$ cat config.mk
export PLATFORM = sky130hd
export DESIGN_NAME = bytelane_bus_master
export DESIGN_NICKNAME = d
export VERILOG_FILES = /design/src/rtl/bytelane_bus_master.sv
export SDC_FILE = /design/constraint.sdc
export NUM_CORES = 1
export LEC_CHECK = 0
export ABC_CLOCK_PERIOD_IN_PS = 7300
export CAP_MARGIN = 20
export CORE_UTILIZATION = 30
export CTS_CLUSTER_SIZE = 25
export DETAILED_ROUTE_END_ITERATION = 8
export DONT_BUFFER_PORTS = 1
export GPL_ROUTABILITY_DRIVEN = 0
export PLACE_DENSITY_LB_ADDON = 0.2
export SLEW_MARGIN = 20
export SYNTH_ARGS = -nofsm -noshare
export SYNTH_HDL_FRONTEND = slang
export SYNTH_SLANG_ARGS = --single-unit
$ cat constraint.sdc
create_clock -name clk -period 7.3 [get_ports clk]
set_input_delay 0.365 -clock clk [delete_from_list [all_inputs] [get_ports clk]]
set_output_delay 0.365 -clock clk [all_outputs]
set_load 0.03 [all_outputs]
$ cat src/rtl/bytelane_bus_master.sv
module bytelane_bus_master #(
  parameter int AW = 32,
  parameter int TW = 16
) (
  input  logic          clk,
  input  logic          rst,
  input  logic          req_valid,
  output logic          req_ready,
  input  logic          req_write,
  input  logic          req_half,
  input  logic [AW-1:0] req_addr,
  input  logic [15:0]   req_wdata,
  output logic          rsp_valid,
  output logic          rsp_err,
  output logic [15:0]   rsp_rdata,
  input  logic [TW-1:0] tmo_limit,
  input  logic          bus_owner,
  output logic          bus_ctl_oe,
  output logic [AW-2:0] bus_adr,
  output logic [1:0]    bus_sel,
  output logic          bus_we,
  output logic          bus_stb,
  output logic [15:0]   bus_dout,
  output logic          bus_dout_oe,
  input  logic [15:0]   bus_din,
  input  logic          bus_ack
);
  localparam int LW = 8;

  logic          stb_q, we_q;
  logic [1:0]    sel_q;
  logic [AW-2:0] adr_q;
  logic [15:0]   wd_q, rd_q;
  logic [TW-1:0] cnt_q;
  logic          vld_q, err_q;

  wire accept   = req_valid & req_ready;
  wire misalign = req_half & req_addr[0];
  wire tmo_hit  = (tmo_limit != '0) && (cnt_q == tmo_limit - TW'(1));
  wire [1:0] sel_d = req_half ? 2'b11 : (req_addr[0] ? 2'b10 : 2'b01);
  wire [15:0] wd_d = req_half ? req_wdata : {2{req_wdata[LW-1:0]}};

  logic [15:0] steer;
  always_comb begin
    case (sel_q)
      2'b10:   steer = {{LW{1'b0}}, bus_din[2*LW-1:LW]};
      2'b01:   steer = {{LW{1'b0}}, bus_din[LW-1:0]};
      default: steer = bus_din;
    endcase
  end

  always_ff @(posedge clk) begin
    if (rst) begin
      stb_q <= 1'b0;
      we_q  <= 1'b0;
      sel_q <= 2'b00;
      adr_q <= '0;
      wd_q  <= '0;
      rd_q  <= '0;
      cnt_q <= '0;
      vld_q <= 1'b0;
      err_q <= 1'b0;
    end else begin
      vld_q <= 1'b0;
      if (!stb_q) begin
        if (accept) begin
          if (misalign) begin
            vld_q <= 1'b1;
            err_q <= 1'b1;
            rd_q  <= '0;
          end else begin
            stb_q <= 1'b1;
            we_q  <= req_write;
            sel_q <= sel_d;
            adr_q <= req_addr[AW-1:1];
            wd_q  <= wd_d;
            cnt_q <= '0;
          end
        end
      end else if (bus_ack) begin
        stb_q <= 1'b0;
        vld_q <= 1'b1;
        err_q <= 1'b0;
        rd_q  <= we_q ? 16'h0000 : steer;
      end else if (tmo_hit) begin
        stb_q <= 1'b0;
        vld_q <= 1'b1;
        err_q <= 1'b1;
        rd_q  <= '0;
      end else begin
        cnt_q <= cnt_q + TW'(1);
      end
    end
  end

  assign req_ready   = bus_owner & ~stb_q;
  assign bus_ctl_oe  = bus_owner;
  assign bus_adr     = adr_q;
  assign bus_sel     = stb_q ? sel_q : 2'b00;
  assign bus_we      = stb_q & we_q;
  assign bus_stb     = stb_q;
  assign bus_dout    = wd_q;
  assign bus_dout_oe = bus_owner & stb_q & we_q;
  assign rsp_valid   = vld_q;
  assign rsp_err     = err_q;
  assign rsp_rdata   = rd_q;

  a_r1_adr_stable: assert property (@(posedge clk) disable iff (rst)
    (bus_stb && !bus_ack && !tmo_hit) |=> ($stable(bus_adr) && $stable(bus_sel) && bus_stb));
  a_r2_sel_valid: assert property (@(posedge clk) disable iff (rst)
    bus_stb |-> (bus_sel != 2'b00));
  a_r3_dout_oe: assert property (@(posedge clk) disable iff (rst)
    bus_dout_oe |-> (bus_stb && bus_we && bus_ctl_oe));
  a_r5_drop_after_ack: assert property (@(posedge clk) disable iff (rst)
    (bus_stb && bus_ack) |=> (!bus_stb && rsp_valid && !rsp_err));
  a_r5_hold_no_tmo: assert property (@(posedge clk) disable iff (rst)
    (bus_stb && !bus_ack && tmo_limit == '0) |=> bus_stb);
  a_r6_misalign: assert property (@(posedge clk) disable iff (rst)
    (req_valid && req_ready && req_half && req_addr[0]) |=> (rsp_valid && rsp_err && !bus_stb));
  a_r7_no_owner: assert property (@(posedge clk) disable iff (rst)
    !bus_owner |-> !req_ready);
  a_r5_pulse: assert property (@(posedge clk) disable iff (rst)
    rsp_valid |=> !rsp_valid);
endmodule

======== Word level (Yosys, flattened, before mapping) ========
Index checks and enable logic that the tools add are counted.
storage, ports and cells
  register bits ........................... 85
operators by class
  add/subtract/negate cells ............... 2
  eq/ne operators ......................... 7
  muxes and demuxes ....................... 31
  bitwise gates (word level) .............. 8
  reduce and logical (&&, ||, !) cells .... 7
operators with widths
  cell                   count
  $mux 16                12
  $pmux 16 s2            1
  $add 16x1->16 const B  1
  $eq 16x16->1           1
  $reduce_bool 16->1     1
  $sub 16x1->16 const B  1
  $mux 1                 15
  $and 1x1->1            6
  $mux 2                 3
  $ne 2x2->1 const B     3
  $reduce_and 3->1       2
  $reduce_and 4->1       1
  $reduce_bool 2->1      2
  $ne 3x2->1 const B     1
  $eq 2x1->1 const B     1
  $eq 2x2->1 const B     1
  $not 1->1              2
  $logic_and 1x1->1      1

======== Longest topological paths before layout ========
Gate-level depths: netlist (run 1).
  depth in word-level cells ............... 6
  depth in mapped cells ................... 10

======== Least setup slack after synthesis (run 1) ========
Ideal clock, no wire load.
  path type ............................... input port to flip-flop
  from .................................... input port tmo_limit[0]
  to ...................................... register rd_q[0], in the netlist rsp_rdata[0]
  library setup time ...................... 122 ps
  arrival time ............................ 2,717 ps
  slack ................................... 4,461 ps
  stages on the path ...................... 10
  buffers on the path ..................... 1
  path through ............................ inv_1 -> ha_1 -> nor3b_2 -> nand4_1 -> xnor2_1 -> or4b_1 -> nor4_4 -> buf_6 -> o21ai_1 -> o311a_1
between the ends
  word-level cells in the longest chain between the ends .. 5
  elaborated cells between the ends (all ways) .. 6
  classes of those cells .................. add/sub: 1; eq/ne: 2; reduce/logical: 3
ends and longest elaborated chain
  what                                   line  source
  start, declared                        16    input logic [TW-1:0] tmo_limit,
  $sub 16x1->16                          39    wire tmo_hit = (tmo_limit != '0) && (cnt_q == tmo_limit - TW'(1));
  $eq 16x16->1                           39
  $logic_and 1x1->1 (*)                  39
  $ne 3x2->1 (no source line) (*)        -
  $reduce_and 3->1 (no source line) (*)  -
  end signal, assigned                   84    rd_q <= we_q ? 16'h0000 : steer;
  end, declared                          33    logic [15:0] wd_q, rd_q;
Every way passes the cells marked *; elsewhere a longest branch is shown, timed or not.
A chain may end at the register's enable or synchronous reset.

======== Worst setup path after layout (run 1) ========
  from .................................... input port tmo_limit[0]
  to ...................................... register rd_q[12], in the netlist rsp_rdata[12]
The elaborated chain is that of the path after synthesis.

==> results.yml, run 1 <==
run_status:
  status: "finished clean"
route:
  wl_met2_um: 5390
  drt_iter0_drc: 179
  met1_length_um: 5090
  drt-pass1-iter-count: 4
  drc: 0
  top_layer_used: "met4"
  wl_met3_um: 1120
  vias: 3655
  route.antenna.remaining_nets: 0
  wire_per_inst_um: 17.8
  drt_wl_total_um: 11800
  via_per_inst: 5.49
clock_tree:
  clock_latency_ns: 0.34
  cts_tree: "done"
  cts_root_buffer: "clkbuf_16"
  path_clk_slew_ns: 0.07
  cts_resized: 0
  postCtsHoldBufs: 0
  post-cts-setup-buffers: 0
  cts_buffers: 9
  clockBufferDepth: 2
  clock-sinks: 85
  htreeDepth: 3
place:
  pre_cts_slack_ns: 3.78
  hpwl_um: 8640
  io_buffers: 0
sta:
  hold_violations: 0
  rsz0062_at_grt: "no"
  setup_ws_ns: 4.10
  fin_tns_setup_ns: 0
  fin_crit_sh_pct: 43.9
  drv_slew: 0
  slew-limit-headroom_pct: 32.6
  hold_ws_ns: 0.0966
  min_period_ns: 3.20
  finalSetupViolCount: 0
  fmax_mhz: 312
  finClkSkew_ns: 0.00590
  tightest_slew_ns: 1.01
floorplanning:
  start_util_pct: 30.7
  coreArea_um2: 13900
  die_w_um: 121
  die_h_um: 121
  pin_count: 159
  row_count: 43
  fp.dieArea_um2: 14700
setup_path:
  cp_slowest_cell: "nor4_4"
  r2r_slack_ns: 4.28
  cp.arrival_ns: 3.44
  critical_path_buf_inv_count: 1
  r2r_end: "rsp_rdata[12]"
  r2r_start: "cnt_q[12]"
  crit_required_ns: 7.53
  slowest_delay_ns: 0.75
  start_kind: "input pin"
  worstPathCellList: "inv_1 -> ha_1 -> nor3b_2 -> nand4_1 -> xnor2_1 -> or4b_1 -> nor4_4 -> nor2_4 -> a32o_1"
  path_class: "input pin to flip-flop"
  r2r_cells: 7
  end_kind: "flip-flop"
  crit_family: "simple AND/OR/NAND/NOR gates"
  crit_fanout: 18
worst_hold_path:
  whs_endpoint: "rsp_valid"
  hp-start: "rst"
  holdPathStages: 1
  hold_path.class: "input pin to flip-flop"
finish:
  final_nets: 574
  n_fill_cell: 1461
  area_growth_pct: 9.41
  diodes: 0
  drive_gt1_share_pct: 9.26
yosys:
  syn_nets: 594
  synth_async_sr_flop_share_pct: 0
  yosysWarnings: 0
  ys_types: 62
  synthesis.instances: 502
  synth_edf_count: 0
  synth.ff_latch_count: 85
  netlist_area_um2: 4270
  ys.flop_type: "dfxtp_1"
  ys_seq_area_share_pct: 39.9
  avgSynthCellArea_um2: 8.50
global_route:
  grt_pass1_vias: 3687
  grt_use_total_pct: 16.6
  overflow: 0
  antenna_found_initial: 0
  grt_pass1_wl_um: 19000
  grt_max_degree: 61
power:
  leakage_nw: 1.59
  peakVddDrop_mv: 0.117
  total_power_mw: 1.07
  power_density_nw_per_um2: 228
run:
  max_cap_violations: 0
layout by cell type, fill, tap and decap left out, types with 6 or more instances in the layout:
cell type	n
nand2_1	103
dfxtp_1	85
a21oi_1	55
nor2_1	22
xnor2_1	13
mux2i_1	13
nand3_1	11
a211oi_1	11
inv_1	10
o21ai_1	10
o311a_1	9
clkbuf_16	9
xor2_1	8
a32o_1	8
a22oi_1	8
or2_2	7
or3_1	7
and3_1	6
nor3_1	6
nand4_1	6
a2111o_1	6
area by class of cell:
cell class	instances	area (um2)	area share, %
clock inverters	6	73.8	1.58
repair buffers	4	30.0	0.643
flip-flops and latches	85	1700	36.4
inverters	10	37.5	0.804
clock buffers	9	225	4.82
multi-input cells	372	2380	50.9
well taps	180	225	4.82
layer usage:
layer	global-route usage [%]	vias up
met2	26.6	119
li1	-	1786
met5	0	-
met1	19.8	1734
met3	6.39	16
met4	6.64	0
per-stage QoR:
stage	instances	instance area (um2)	util, %
4_1_cts	666	4670	33.6
3_5_place_dp	651	4370	31.5
6_report	666	4670	33.6
5_1_grt	666	4670	33.6
3_3_place_gp	651	4360	31.4
2_1_floorplan	502	4270	-
sequential cells by signal, indices dropped and copies added (netlist names):
signal and flops:
bus_dout 16, rsp_rdata 16, we_q 1, bus_adr 31, rsp_err 1, cnt_q 16
bus_stb 1, rsp_valid 1, sel_q 2
how the worst max path moves through the flow:
stage                    endpoint  depth (start not counted)    startpoint
floorplan            rsp_rdata[0]                         10  tmo_limit[0]
global placement    rsp_rdata[13]                          9  tmo_limit[0]
detailed placement  rsp_rdata[12]                          9  tmo_limit[0]
CTS                 rsp_rdata[12]                          9  tmo_limit[0]
global route        rsp_rdata[11]                          9  tmo_limit[1]
finish              rsp_rdata[12]                          9  tmo_limit[0]
kinds of logic after synthesis:
| group | synth area share, % |
|---|---|
| buf+inv | 4.98 |
| flops | 39.9 |
| xor+xnor | 4.31 |
| compound gates | 23.3 |
| mux | 3.05 |
| fa+ha+maj | 1.47 |
| simple gates | 23.0 |
synthesized netlist by cell type, drive strengths merged (6+ instances only):
master	number	area [um2]
a2111o	6	67.6
a211oi	11	82.6
a21oi	56	280
a22oi	9	72.6
a32o	8	80.1
and3	6	37.5
buf	11	85.1
clkbuf	24	90.1
dfxtp	85	1700
inv	10	37.5
mux2i	13	130
nand2	103	387
nand3	12	60.1
nand4	8	62.6
nor2	23	93.8
nor3	6	30.0
nor4	6	73.8
o21ai	14	73.8
o311a	9	90.1
or2	7	43.8
or3	8	55.1
xnor2	13	114
xor2	8	70.1
where the power goes:
group	switching (mW)	total [mW]	internal (mW)
combinational	0.0507	0.0821	0.0314
clock	0.191	0.458	0.267
sequential	0.0454	0.527	0.482
total	0.287	1.07	0.780
Note: power is estimated with default switching activity, not from simulation.
==> run 2, diff against run 1 <==
ABC_CLOCK_PERIOD_IN_PS = 3300   (was 7300)
clock period = 3.3 ns   (was 7.3 ns; I/O delays follow)
==> run 2 against run 1 <==
Compared with the run above:
- clock skew grew 0.0014 ns
- via count increased by 6.7%
- routed wire length up 6.5%
- sequential power rose by 120%
- sequential share of layout area fell by 3.8 points
- utilization increased by 3.9 points
- clock power is 120% higher
- global-route usage increased by 0.65 points
- count of clock-buffer cells in the layout unchanged
- first-iteration DRC count is 22% lower
- critical path type is now flip-flop to flip-flop
- critical endpoint is now bus_adr[25]
==> results.yml, run 2 (synthesis results as in run 1) <==
floorplanning:
  pin_count: 159
  row_count: 43
  coreArea_um2: 13900
  start_util_pct: 30.7
  die_w_um: 121
  die_h_um: 121
  fp.dieArea_um2: 14700
power:
  leakage_nw: 1.84
  total_power_mw: 2.42
  power_density_nw_per_um2: 464
  peakVddDrop_mv: 0.271
setup_path:
  r2r_cells: 7
  end_kind: "flip-flop"
  crit_required_ns: 3.59
  cp.arrival_ns: 3.04
  r2r_start: "bus_stb"
  crit_fanout: 57
  start_kind: "flip-flop"
  r2r_slack_ns: 0.55
  path_class: "flip-flop to flip-flop"
  r2r_end: "bus_adr[25]"
worst_hold_path:
  hold_path.class: "input pin to flip-flop"
  holdPathStages: 1
  hp-start: "req_half"
  whs_endpoint: "sel_q[1]"
place:
  pre_cts_slack_ns: 0.615
  hpwl_um: 8840
  io_buffers: 0
clock_tree:
  clock-sinks: 85
  htreeDepth: 3
  cts_root_buffer: "clkbuf_16"
  post-cts-setup-buffers: 0
  cts_buffers: 9
  cts_tree: "done"
  path_clk_slew_ns: 0.06
  clock_latency_ns: 0.34
  clockBufferDepth: 2
finish:
  largest_reg_flops: 31
  final_nets: 630
  multi_input_area_um2: 2370
  n_fill_cell: 1386
  layout_common_cells: "103 x nand2_1, 85 x dfxtp_1, 55 x a21oi_1, 48 x dlygate4sd3_1, 22 x nor2_1"
  layout_commonest_cell: "nand2_1"
  diodes: 0
  seqCellArea_um2: 1700
  area_growth_pct: 22.1
  drive_gt1_share_pct: 9.59
global_route:
  grt_pass1_vias: 3790
  grt_use_total_pct: 17.2
  overflow: 0
  grt_max_degree: 58
  grt_pass1_wl_um: 19400
  antenna_found_initial: 0
sta:
  fmax_mhz: 364
  rsz0062_at_grt: "no"
  min_period_ns: 2.75
  slew-limit-headroom_pct: 42.8
  tightest_slew_ns: 0.851
  setup_ws_ns: 0.551
  drv_slew: 0
  finalSetupViolCount: 0
  fin_tns_setup_ns: 0
  finClkSkew_ns: 0.00727
  hold_violations: 0
  fin_crit_sh_pct: 83.3
route:
  wire_per_inst_um: 17.5
  drt_iter0_drc: 139
  drc: 0
  route.antenna.remaining_nets: 0
  drt-pass1-iter-count: 5
  via_per_inst: 5.40
  vias: 3900
  drt_wl_total_um: 12600
run:
  max_cap_violations: 0
run_status:
  status: "finished clean"
[run 2: changes by cell type in the layout (fill, tap and decap cells not counted)]
cell / before / now
dlygate4sd3_1: 0 / 48
inv_8: 1 / 0
buf_12: 0 / 1
clkinvlp_4: 2 / 1
clkinv_2: 0 / 1
inv_6: 0 / 3
nor4b_1: 2 / 3
nor4b_2: 1 / 0
clkinv_4: 2 / 0
buf_4: 4 / 11
[run 2: how the worst max path moves through the flow]
stage / startpoint / endpoint / cells after the start
floorplan: tmo_limit[0] / rsp_rdata[0] / 10
global placement: tmo_limit[1] / rsp_rdata[9] / 11
detailed placement: tmo_limit[1] / rsp_rdata[14] / 11
CTS: bus_stb / bus_adr[25] / 7
global route: bus_stb / bus_adr[25] / 7
finish: bus_stb / bus_adr[25] / 7
[run 2: per-stage QoR]
step	cell area (um2)	utilization (%)	hold slack (ns)	std cells
after detailed placement	4420	31.8	0.240	658
after floorplan	4270	-	0.291	502
after global placement	4420	31.8	0.240	658
after global routing	5210	37.5	0.00580	722
final	5210	37.5	0.0165	722
after CTS	5210	37.5	0.00162	722
[run 2: final cells by class]
cell class | count | share of cell area, %
Clock buffer | 9 | 4.32
Inverter | 10 | 0.720
Timing Repair Buffer | 60 | 11.2
Tap cell | 180 | 4.32
Multi-Input combinational cell | 372 | 45.5
Clock inverter | 6 | 1.32
Sequential cell | 85 | 32.7
[run 2: power by group]
part	internal [mW]	switching [mW]
combinational	0.112	0.130
clock	0.588	0.421
sequential	1.07	0.103
[run 2: metal layers]
| metal | part of all wire, % | GRT usage [%] | wire length, um |
|---|---|---|---|
| met2 | 49 | 28.1 | 6140 |
| met4 | 2.0 | 8.95 | 250 |
| met3 | 8.4 | 5.17 | 1060 |
| met5 | 0 | 0 | 0 |
| met1 | 41 | 20.3 | 5150 |
[run 2: what timing repair did]
item | in CTS | in global routing
endpoints found under the hold margin | 61 | 0
gates resized for setup | 0 | 0
hold buffers | 49 | 0
[run 2: critical path, cell delays in order, from the launching register on]
cell	delay (ns)
dfxtp_1	0.52
nor2b_1	0.41
nand2_1	0.21
a21oi_4	0.22
buf_4	0.52
nand2_1	0.11
a21oi_1	0.13
dlygate4sd3_1	0.56
